## config.mk

```make
export PLATFORM = sky130hd
export DESIGN_NAME = fsalu
export DESIGN_NICKNAME = d
export VERILOG_FILES = /design/src/rtl/fsalu_pkg.sv /design/src/rtl/fsalu_cell.sv /design/src/rtl/fsalu_carry.sv /design/src/rtl/fsalu.sv
export SDC_FILE = /design/constraint.sdc
export NUM_CORES = 1
export LEC_CHECK = 0
export ABC_AREA = 1
export ABC_CLOCK_PERIOD_IN_PS = 6200
export BUFFER_PORTS_ARGS = -buffer_cell sky130_fd_sc_hd__buf_4
export CORE_ASPECT_RATIO = 1.2
export CORE_UTILIZATION = 52
export DETAILED_ROUTE_END_ITERATION = 7
export PLACE_DENSITY = 0.79
export SETUP_SLACK_MARGIN = 0.02
export SLEW_MARGIN = 20
export SYNTH_ARGS = -nofsm -noshare
export SYNTH_HDL_FRONTEND = slang
export SYNTH_SLANG_ARGS = --single-unit
```

## constraint.sdc

```tcl
create_clock -name vclk -period 6.2
set_input_delay 1.24 -clock vclk [all_inputs]
set_output_delay 1.24 -clock vclk [all_outputs]
set_load 0.02 [all_outputs]
```

## src/rtl/fsalu_pkg.sv

```systemverilog
package fsalu_pkg;

   // Select field layout: bit 2 chooses logic mode, bits 1:0 pick the function.
   localparam int unsigned SEL_W = 3;
   typedef logic [SEL_W-1:0] fsel_t;

   // Operand steering codes for arithmetic mode (fsel[1:0])
   localparam logic [1:0] STEER_ZERO = 2'b00;
   localparam logic [1:0] STEER_B    = 2'b01;
   localparam logic [1:0] STEER_NB   = 2'b10;
   localparam logic [1:0] STEER_ONES = 2'b11;

   // Logic function codes (fsel[1:0] when fsel[2] = 1)
   localparam logic [1:0] LOG_OR   = 2'b00;
   localparam logic [1:0] LOG_XOR  = 2'b01;
   localparam logic [1:0] LOG_AND  = 2'b10;
   localparam logic [1:0] LOG_NOTA = 2'b11;

   function automatic logic is_logic_mode(input fsel_t s);
      return s[SEL_W-1];
   endfunction

endpackage

```

## src/rtl/fsalu_cell.sv

```systemverilog
module fsalu_cell
   import fsalu_pkg::*;
(
   input  logic  a_bit,
   input  logic  b_bit,
   input  fsel_t sel,
   input  logic  c_bit,
   output logic  prop,
   output logic  gen,
   output logic  r_bit
);

   logic y_bit;
   logic sum_bit;
   logic log_bit;

   // Second adder operand steered by the low select bits
   always_comb begin
      unique case (sel[1:0])
         STEER_ZERO: y_bit = 1'b0;
         STEER_B:    y_bit = b_bit;
         STEER_NB:   y_bit = ~b_bit;
         default:    y_bit = 1'b1;
      endcase
   end

   assign prop    = a_bit ^ y_bit;
   assign gen     = a_bit & y_bit;
   assign sum_bit = prop ^ c_bit;

   always_comb begin
      unique case (sel[1:0])
         LOG_OR:   log_bit = a_bit | b_bit;
         LOG_XOR:  log_bit = a_bit ^ b_bit;
         LOG_AND:  log_bit = a_bit & b_bit;
         default:  log_bit = ~a_bit;
      endcase
   end

   assign r_bit = is_logic_mode(sel) ? log_bit : sum_bit;

endmodule

```

## src/rtl/fsalu_carry.sv

```systemverilog
module fsalu_carry #(
   parameter int unsigned WIDTH     = 8,
   parameter int unsigned GROUP     = 4,
   parameter bit          LOOKAHEAD = 1'b1
) (
   input  logic [WIDTH-1:0] prop,
   input  logic [WIDTH-1:0] gen,
   input  logic             c0,
   output logic [WIDTH:0]   carry
);

   assign carry[0] = c0;

   if (!LOOKAHEAD) begin : g_ripple
      for (genvar i = 0; i < WIDTH; i++) begin : g_bit
         assign carry[i+1] = gen[i] | (prop[i] & carry[i]);
      end
   end else begin : g_cla
      localparam int unsigned NGRP = WIDTH / GROUP;

      if (GROUP < 1) begin : g_bad_group
         $error("fsalu_carry: GROUP must be at least 1");
      end
      if ((WIDTH % GROUP) != 0) begin : g_bad_split
         $error("fsalu_carry: WIDTH must be a multiple of GROUP");
      end

      logic [NGRP:0] cgrp;
      assign cgrp[0] = c0;

      for (genvar k = 0; k < NGRP; k++) begin : g_grp
         localparam int unsigned BASE = k * GROUP;
         logic grp_p;
         logic grp_g;

         always_comb begin
            grp_p = 1'b1;
            grp_g = 1'b0;
            for (int j = 0; j < int'(GROUP); j++) begin
               grp_g = gen[BASE+j] | (prop[BASE+j] & grp_g);
               grp_p = grp_p & prop[BASE+j];
            end
         end

         // Group carry skips the inner ripple
         assign cgrp[k+1]          = grp_g | (grp_p & cgrp[k]);
         assign carry[BASE+GROUP]  = cgrp[k+1];

         for (genvar j = 0; j + 1 < GROUP; j++) begin : g_in
            assign carry[BASE+j+1] = gen[BASE+j] | (prop[BASE+j] & carry[BASE+j]);
         end
      end
   end

endmodule

```

## src/rtl/fsalu.sv

```systemverilog
module fsalu
   import fsalu_pkg::*;
#(
   parameter int unsigned WIDTH     = 8,
   parameter int unsigned GROUP     = 4,
   parameter bit          LOOKAHEAD = 1'b1
) (
   input  logic [WIDTH-1:0] opa,
   input  logic [WIDTH-1:0] opb,
   input  logic [2:0]       fsel,
   input  logic             carry_in,
   output logic [WIDTH-1:0] result,
   output logic             carry_out
);

   if (WIDTH < 1) begin : g_bad_width
      $error("fsalu: WIDTH must be at least 1");
   end

   logic [WIDTH-1:0] prop;
   logic [WIDTH-1:0] gen;
   logic [WIDTH:0]   carry;

   for (genvar i = 0; i < WIDTH; i++) begin : g_cell
      fsalu_cell u_cell (
         .a_bit (opa[i]),
         .b_bit (opb[i]),
         .sel   (fsel),
         .c_bit (carry[i]),
         .prop  (prop[i]),
         .gen   (gen[i]),
         .r_bit (result[i])
      );
   end

   fsalu_carry #(
      .WIDTH     (WIDTH),
      .GROUP     (GROUP),
      .LOOKAHEAD (LOOKAHEAD)
   ) u_carry (
      .prop  (prop),
      .gen   (gen),
      .c0    (carry_in),
      .carry (carry)
   );

   assign carry_out = is_logic_mode(fsel) ? 1'b0 : carry[WIDTH];

endmodule

```

==> qor.txt, run 1 <==
Status - finished with violations
Failing checks - design-rule violations
Clock Buffer Count - 0
Post-CTS Setup Bufs - 0
Fillers - 169
Pre-antenna DRT Iters - 6
Port bufs - 29
Vias per cell - 5.16
Chip height - 52.6 microns
Via Count - 1038
Max_cap viols - 0
1st-iter DRT viols - 18
Max frequency - 189 MHz
Area growth syn-to-layout - 13.9%
Io pins - 29
Ant diodes - 0
Sequential cell count - 0
Post-Layout Cell Count - 201
Yosys top cell by area - ha_1
Die width - 44.2 microns
Total negative setup slack - 0 ns
Final Routed Wirelength - 2.28 mm
Count leader, synth - nand2_1
Post-DP HPWL - 1.89 mm
Core area - 0.00191 sq mm
HP Class - in2out
Dpl cells - 201
Overflow after GRT - 0
VDD IR max - 0.0000454 V
First-pass GRT wire length - 4.26 mm
Vias in the first global route - 1040
Critical path class - in2out
Fin Hold WS - 2.89 ns
Worst Setup Start Kind - primary input
Worst-Margin Slew - 0.353 ns
Post-Place Worst Slack - 0.936 ns
Total GRT Usage - 0.233
Layout cells sized above 1 - 0.247
Synth top area share - 0.271
Largest net degree at the start of global routing - 18
Final min period - 5.29 ns
Final setup violation count - 0
Multi-input combinational cell area - 917 sq um
Yosys cell types - 21
Final hold viol count - 0
Synth cell count leaders - nand2_1, inv_1, ha_1
Endpoint class of the critical path - output pin
PD cells - 88.6 mW/mm^2
Site row count - 17
Post-Syn Area - 0.00111 sq mm
Synth Net Count - 215
Drt drc - 3
Largest fanout on the critical path - 9
Post-route ant nets - 0
Sequential-to-total area share from yosys stat - 0
Drt wl/cell - 11.4 microns
Period Utilization, post-route - 0.853
CP arrival - 4.05 ns
Leak Pwr - 0.000712 uW
Final number of max-transition violations - 0
Nets - 234
Synth top area cells - ha_1, nand2_1, fa_1, inv_1, o211ai_2
Reg area - 0 sq um
Die ar. - 0.00232 sq mm
Final setup margin - 0.913 ns
Rel. slew slack - 0.762
RSZ-0062 raised after global routing - no
Post-synthesis cell count - 165
Post-cts resize count - 0
GP Congestion - 0.793
Initial core utilization - 0.580
Worst Path Required - 4.96 ns
Synthesized area per cell - 6.73 sq um
Hold Buf Count CTS - 0
Synth warn - 0
Initial antenna violation count - 0
-- worst max-delay path: stages --
cell and delay, ns:
buf_4 0.14, inv_2 0.10, o21ai_0 0.32, ha_1 0.31, nand2_1 0.06, nand2_1 0.04
nand2_1 0.05, nand3_1 0.11, fa_1 0.41, fa_1 0.40, fa_1 0.39, a21oi_1 0.16
o21ai_0 0.10, nand2_1 0.07, buf_4 0.13
-- power breakdown --
part / switching [uW] / total, uW / internal (uW) / leakage, uW
clock: 0 / 0 / 0 / 0
combinational: 63.4 / 112 / 48.6 / 0.000712
sequential: 0 / 0 / 0 / 0
total: 63.4 / 112 / 48.6 / 0.000712
-- metal layers --
layer | part of all wire | GRT usage | vias to the layer above
met4 | 0.0061 | 0.0152 | 0
li1 | - | - | 555
met5 | 0 | 0 | -
met1 | 0.44 | 0.308 | 459
met2 | 0.51 | 0.431 | 22
met3 | 0.038 | 0.00690 | 2
-- final timing paths --
| check | startpoint | end | slack (ns) | cells after the start |
|---|---|---|---|---|
| hold / removal | fsel[2] | carry_out | 2.89 | 3 |
| setup / recovery | fsel[1] | result[7] | 0.91 | 15 |
-- area by class of cell --
type                            count  share of cell area
Multi-Input combinational cell    125               0.726
Timing Repair Buffer               29               0.172
Inverter                           28              0.0832
Tap cell                           19              0.0188
-- cell usage in the layout (no fill, tap or decap), drive strengths merged --
master and count:
nand2 39, buf 29, inv 27, ha 24, o21ai 19, nor2 16, o211ai 7, a21oi 6
nand3 6, fa 6, nor3b 1, o21a 1, clkinv 1
-- stage by stage --
step                      area [sq um]  power, uW   util
final                             1260        112  0.660
after global routing              1260        128  0.660
after CTS                         1260        113  0.660
after detailed placement          1260        113  0.660
after global placement            1260        110  0.660
after floorplan                   1110       84.3      -
-- kinds of logic after synthesis --
| logic type | after synthesis | share of synthesized area |
|---|---|---|
| AO/OA/AOI/OAI | 33 | 0.198 |
| adder cells (fa/ha/maj) | 30 | 0.379 |
| buffers and inverters | 40 | 0.174 |
| AND/OR/NAND/NOR | 62 | 0.249 |
No activity file was read; power rests on OpenSTA's default activity.
==> inputs of run 2 (changes only) <==
CORE_MARGIN = 2   (was default)
==> run 2 against run 1 <==
The run now ends clean. Worst hold slack improved by 0.012 ns. Combinational power hardly changed. Non-clock buffer count unchanged. First-iteration DRC count decreased by 17%. Maximum frequency rose by 1.3%. Power is 0.64% higher. Wire length rose by 3.7%. Critical path type unchanged. Largest power group unchanged.
==> qor.txt, run 2 (same netlist as run 1, synthesis figures left out) <==
Core area - 0.00205 sq mm
Sequential cell count - 0
Area growth syn-to-layout - 15.1%
Sequential Power Share - 0
Sw Share - 0.567
Gate power share - 1.000
Period Utilization, post-route - 0.842
Chip height - 54.6 microns
Initial antenna violation count - 0
Final hold viol count - 0
Final min period - 5.22 ns
HP Class - in2out
Final setup violation count - 0
Hold Path Origin - opa[3]
Hold path cells - 5
Leak Pwr - 0.000712 uW
Post-cts resize count - 0
Fillers - 203
GP Congestion - 0.836
Final number of max-transition violations - 0
Post-Place Worst Slack - 0.956 ns
Critical path class - in2out
CP arrival - 3.98 ns
PD cells - 88.2 mW/mm^2
Initial core utilization - 0.542
Post-CTS Setup Bufs - 0
Drt wl/cell - 11.2 microns
Clock power share - 0
Io pins - 29
1st-iter DRT viols - 15
Int Pwr - 48.8 uW
Vias in the first global route - 1049
Pre-antenna DRT Iters - 4
DP Area - 0.00128 sq mm
Sw Pwr - 63.9 uW
Max_cap viols - 0
Largest net degree at the start of global routing - 18
Worst Path Required - 4.96 ns
Via Count - 1086
Site row count - 18
Post-DP HPWL - 2.01 mm
Worst-Margin Slew - 0.360 ns
Rel. slew slack - 0.758
Vias per cell - 5.12
Reg area - 0 sq um
Nets - 234
Total negative setup slack - 0 ns
Hold Buf Count CTS - 0
Ant diodes - 0
Drt drc - 0
Worst Setup Start Kind - primary input
Most common cell after layout, fill and taps aside - nand2_1
Overflow after GRT - 0
Hold Path Sink - result[3]
Total GRT Usage - 0.215
Largest fanout on the critical path - 9
Total power - 113 uW
Die width - 46.2 microns
RSZ-0062 raised after global routing - no
Post-route ant nets - 0
Most frequent cells in the layout - nand2_1, buf_4, inv_1
Status - finished, final reports clean
First-pass GRT wire length - 4.18 mm
Fin Hold WS - 2.90 ns
Port bufs - 29
Final setup margin - 0.983 ns
Max frequency - 192 MHz
Layout cells sized above 1 - 0.247
Endpoint class of the critical path - output pin
Clock Buffer Count - 0
Final Routed Wirelength - 2.37 mm
VDD IR max - 0.0000457 V
Die ar. - 0.00252 sq mm
Cell area after layout - 0.00128 sq mm
-- run 2: power by group through the flow --
stage	registers, uW	logic, uW	clock network [uW]
final	0	113	0
after detailed placement	0	114	0
after floorplan	0	84.3	0
after global placement	0	109	0
after global routing	0	128	0
after CTS	0	114	0
-- run 2: worst max-delay path by stage --
stage / start / endpoint / slack [ns]
floorplan: fsel[1] / result[7] / 1.18
global placement: fsel[1] / result[7] / 1.04
detailed placement: fsel[1] / result[7] / 0.96
CTS: fsel[1] / result[7] / 0.95
global route: fsel[1] / result[7] / 0.70
finish: fsel[1] / result[7] / 0.98
-- run 2: per-layer routing --
metal  GRT usage  vias to the layer above  part of all wire
met5           0                        -                 0
met4      0.0429                        0             0.013
met3     0.00660                        4             0.031
met2       0.419                       24              0.54
met1       0.254                      500              0.42
li1            -                      558                 -
-- run 2: area by class of cell --
type                       instances  area [sq um]  area share
multi-input combinational        125           917       0.718
inverter                          28           105      0.0823
tap                               30          37.5      0.0294
timing repair buffer              29           218       0.170
-- run 2: worst max-delay path, cell delays in order --
cell	delay, ns
buf_4	0.15
inv_2	0.11
o21ai_0	0.32
ha_1	0.30
nand2_1	0.06
inv_1	0.05
nand2_1	0.06
nand3_1	0.11
fa_1	0.39
fa_1	0.38
fa_1	0.38
a21oi_1	0.14
o21ai_0	0.09
nand2_1	0.07
buf_4	0.13
-- run 2: stage by stage --
step	std cells	utilization
2_1_floorplan	165	-
5_1_grt	212	0.623
3_3_place_gp	212	0.623
4_1_cts	212	0.623
6_report	212	0.623
3_5_place_dp	212	0.623
==> inputs of run 3 (changes only) <==
ABC_CLOCK_PERIOD_IN_PS = 4200   (was 6200)
CORE_UTILIZATION = 51   (was 52)
PLACE_DENSITY = 0.81   (was 0.79)
clock period = 4.2 ns   (was 6.2 ns; I/O delays follow)
==> run 3 against run 2 <==
Utilization is 5.6 points higher. Final area is 8.9% higher. Critical endpoint is now result[6]. Non-clock buffer count is 9 higher. Highest routed layer unchanged. Die area is 1.8% higher. Sequential cell count stayed put. Combinational power is 63% higher.
==> qor.txt, run 3 (same netlist as run 1, synthesis figures left out) <==
Initial antenna violation count - 0
Area growth syn-to-layout - 25.4%
Hold Path Origin - opa[7]
HP Class - in2out
Gate power share - 1.000
Int Pwr - 83.4 uW
Initial core utilization - 0.542
Layout cells sized above 1 - 0.335
Total GRT Usage - 0.214
Most frequent cells in the layout - nand2_1, buf_4, inv_1
Clock power share - 0
Ant diodes - 0
CP arrival - 3.27 ns
Critical path startpoint - fsel[0]
Status - finished, final reports clean
Largest fanout on the critical path - 10
Via Count - 1110
Port bufs - 29
Final min period - 4.11 ns
Period Utilization, post-route - 0.980
Final setup violation count - 0
Chip height - 55.1 microns
Hold Buf Count CTS - 0
Max frequency - 243 MHz
Max_cap viols - 0
Final core occ - 0.679
Final number of max-transition violations - 0
Largest net degree at the start of global routing - 18
Post-DP HPWL - 2.09 mm
Drt wl/cell - 11.5 microns
RSZ-0062 raised after global routing - yes
Total negative setup slack - 0 ns
PD cells - 132 mW/mm^2
Die width - 46.6 microns
Worst-Margin Slew - 0.390 ns
Final Routed Wirelength - 2.53 mm
Die ar. - 0.00257 sq mm
Reg area - 0 sq um
Nets - 243
Worst Setup Start Kind - primary input
VDD IR max - 0.0000634 V
Overflow after GRT - 0
Post-route ant nets - 0
Clock Buffer Count - 0
Vias per cell - 5.02
Endpoint class of the critical path - output pin
1st-iter DRT viols - 14
Rel. slew slack - 0.737
Vias in the first global route - 1030
Sw Pwr - 101 uW
Total power - 184 uW
Pre-antenna DRT Iters - 4
Post-Place Worst Slack - -0.115 ns
Critical path class - in2out
First-pass GRT wire length - 4.09 mm
Leak Pwr - 0.000763 uW
Io pins - 29
Core area - 0.00205 sq mm
Final hold viol count - 0
Sequential cell count - 0
Worst Path Required - 3.36 ns
Final setup margin - 0.0860 ns
Drt drc - 0
Sequential Power Share - 0
Sw Share - 0.547
Site row count - 18
GP Congestion - 0.841
run 3: cell types whose count changed in the layout (fill, tap and decap cells not counted), sizes merged:
cell	before	now
buf	29	38
run 3: through the flow:
stage                     hold slack [ns]  instance area [sq um]  instances
final                                2.09                   1390        221
after global routing                 2.14                   1390        221
after detailed placement             2.10                   1340        220
after floorplan                      1.96                   1110        165
after CTS                            2.10                   1350        220
after global placement               2.09                   1340        220
run 3: routing by layer:
metal,part of all wire,global-route usage,routed length [microns],vias to the layer above
met2,0.55,0.435,1390,22
met1,0.42,0.246,1050,511
met4,0.0067,0.0190,17,0
met5,0,0,0,-
li1,-,-,-,575
met3,0.028,0.00974,71,2
run 3: final cells by class:
class / instances / area (sq um)
Multi-Input combinational cell: 125 / 961
Fill cell: 176 / 658
Timing Repair Buffer: 38 / 285
Inverter: 28 / 108
Tap cell: 30 / 37.5
run 3: critical path, stage by stage:
cell and delay, ns:
buf_4 0.15, inv_2 0.06, nand2_1 0.06, o21ai_2 0.07
inv_1 0.07, ha_1 0.27, inv_1 0.05, nor2_1 0.04
nand2_1 0.07, nand3_2 0.09, fa_2 0.35, fa_2 0.35
fa_2 0.53, nor2_1 0.05, nor2_2 0.10, buf_4 0.14
run 3: what timing repair did:
item | 4_1_cts | 5_1_grt
gates resized for setup | 6 | 6
pin swaps | 1 | 2
setup buffers | 0 | 1
endpoints found under the setup margin | 2 | 2
run 3: worst paths after layout:
check | endpoint | slack [ns] | cells past startpoint
setup / recovery | result[6] | 0.09 | 16
hold / removal | result[7] | 2.09 | 5
run 3: power by group through the flow:
stage / clock network, uW / logic (uW) / registers (uW)
after floorplan: 0 / 125 / 0
after global placement: 0 / 168 / 0
after detailed placement: 0 / 176 / 0
after CTS: 0 / 179 / 0
after global routing: 0 / 205 / 0
final: 0 / 184 / 0
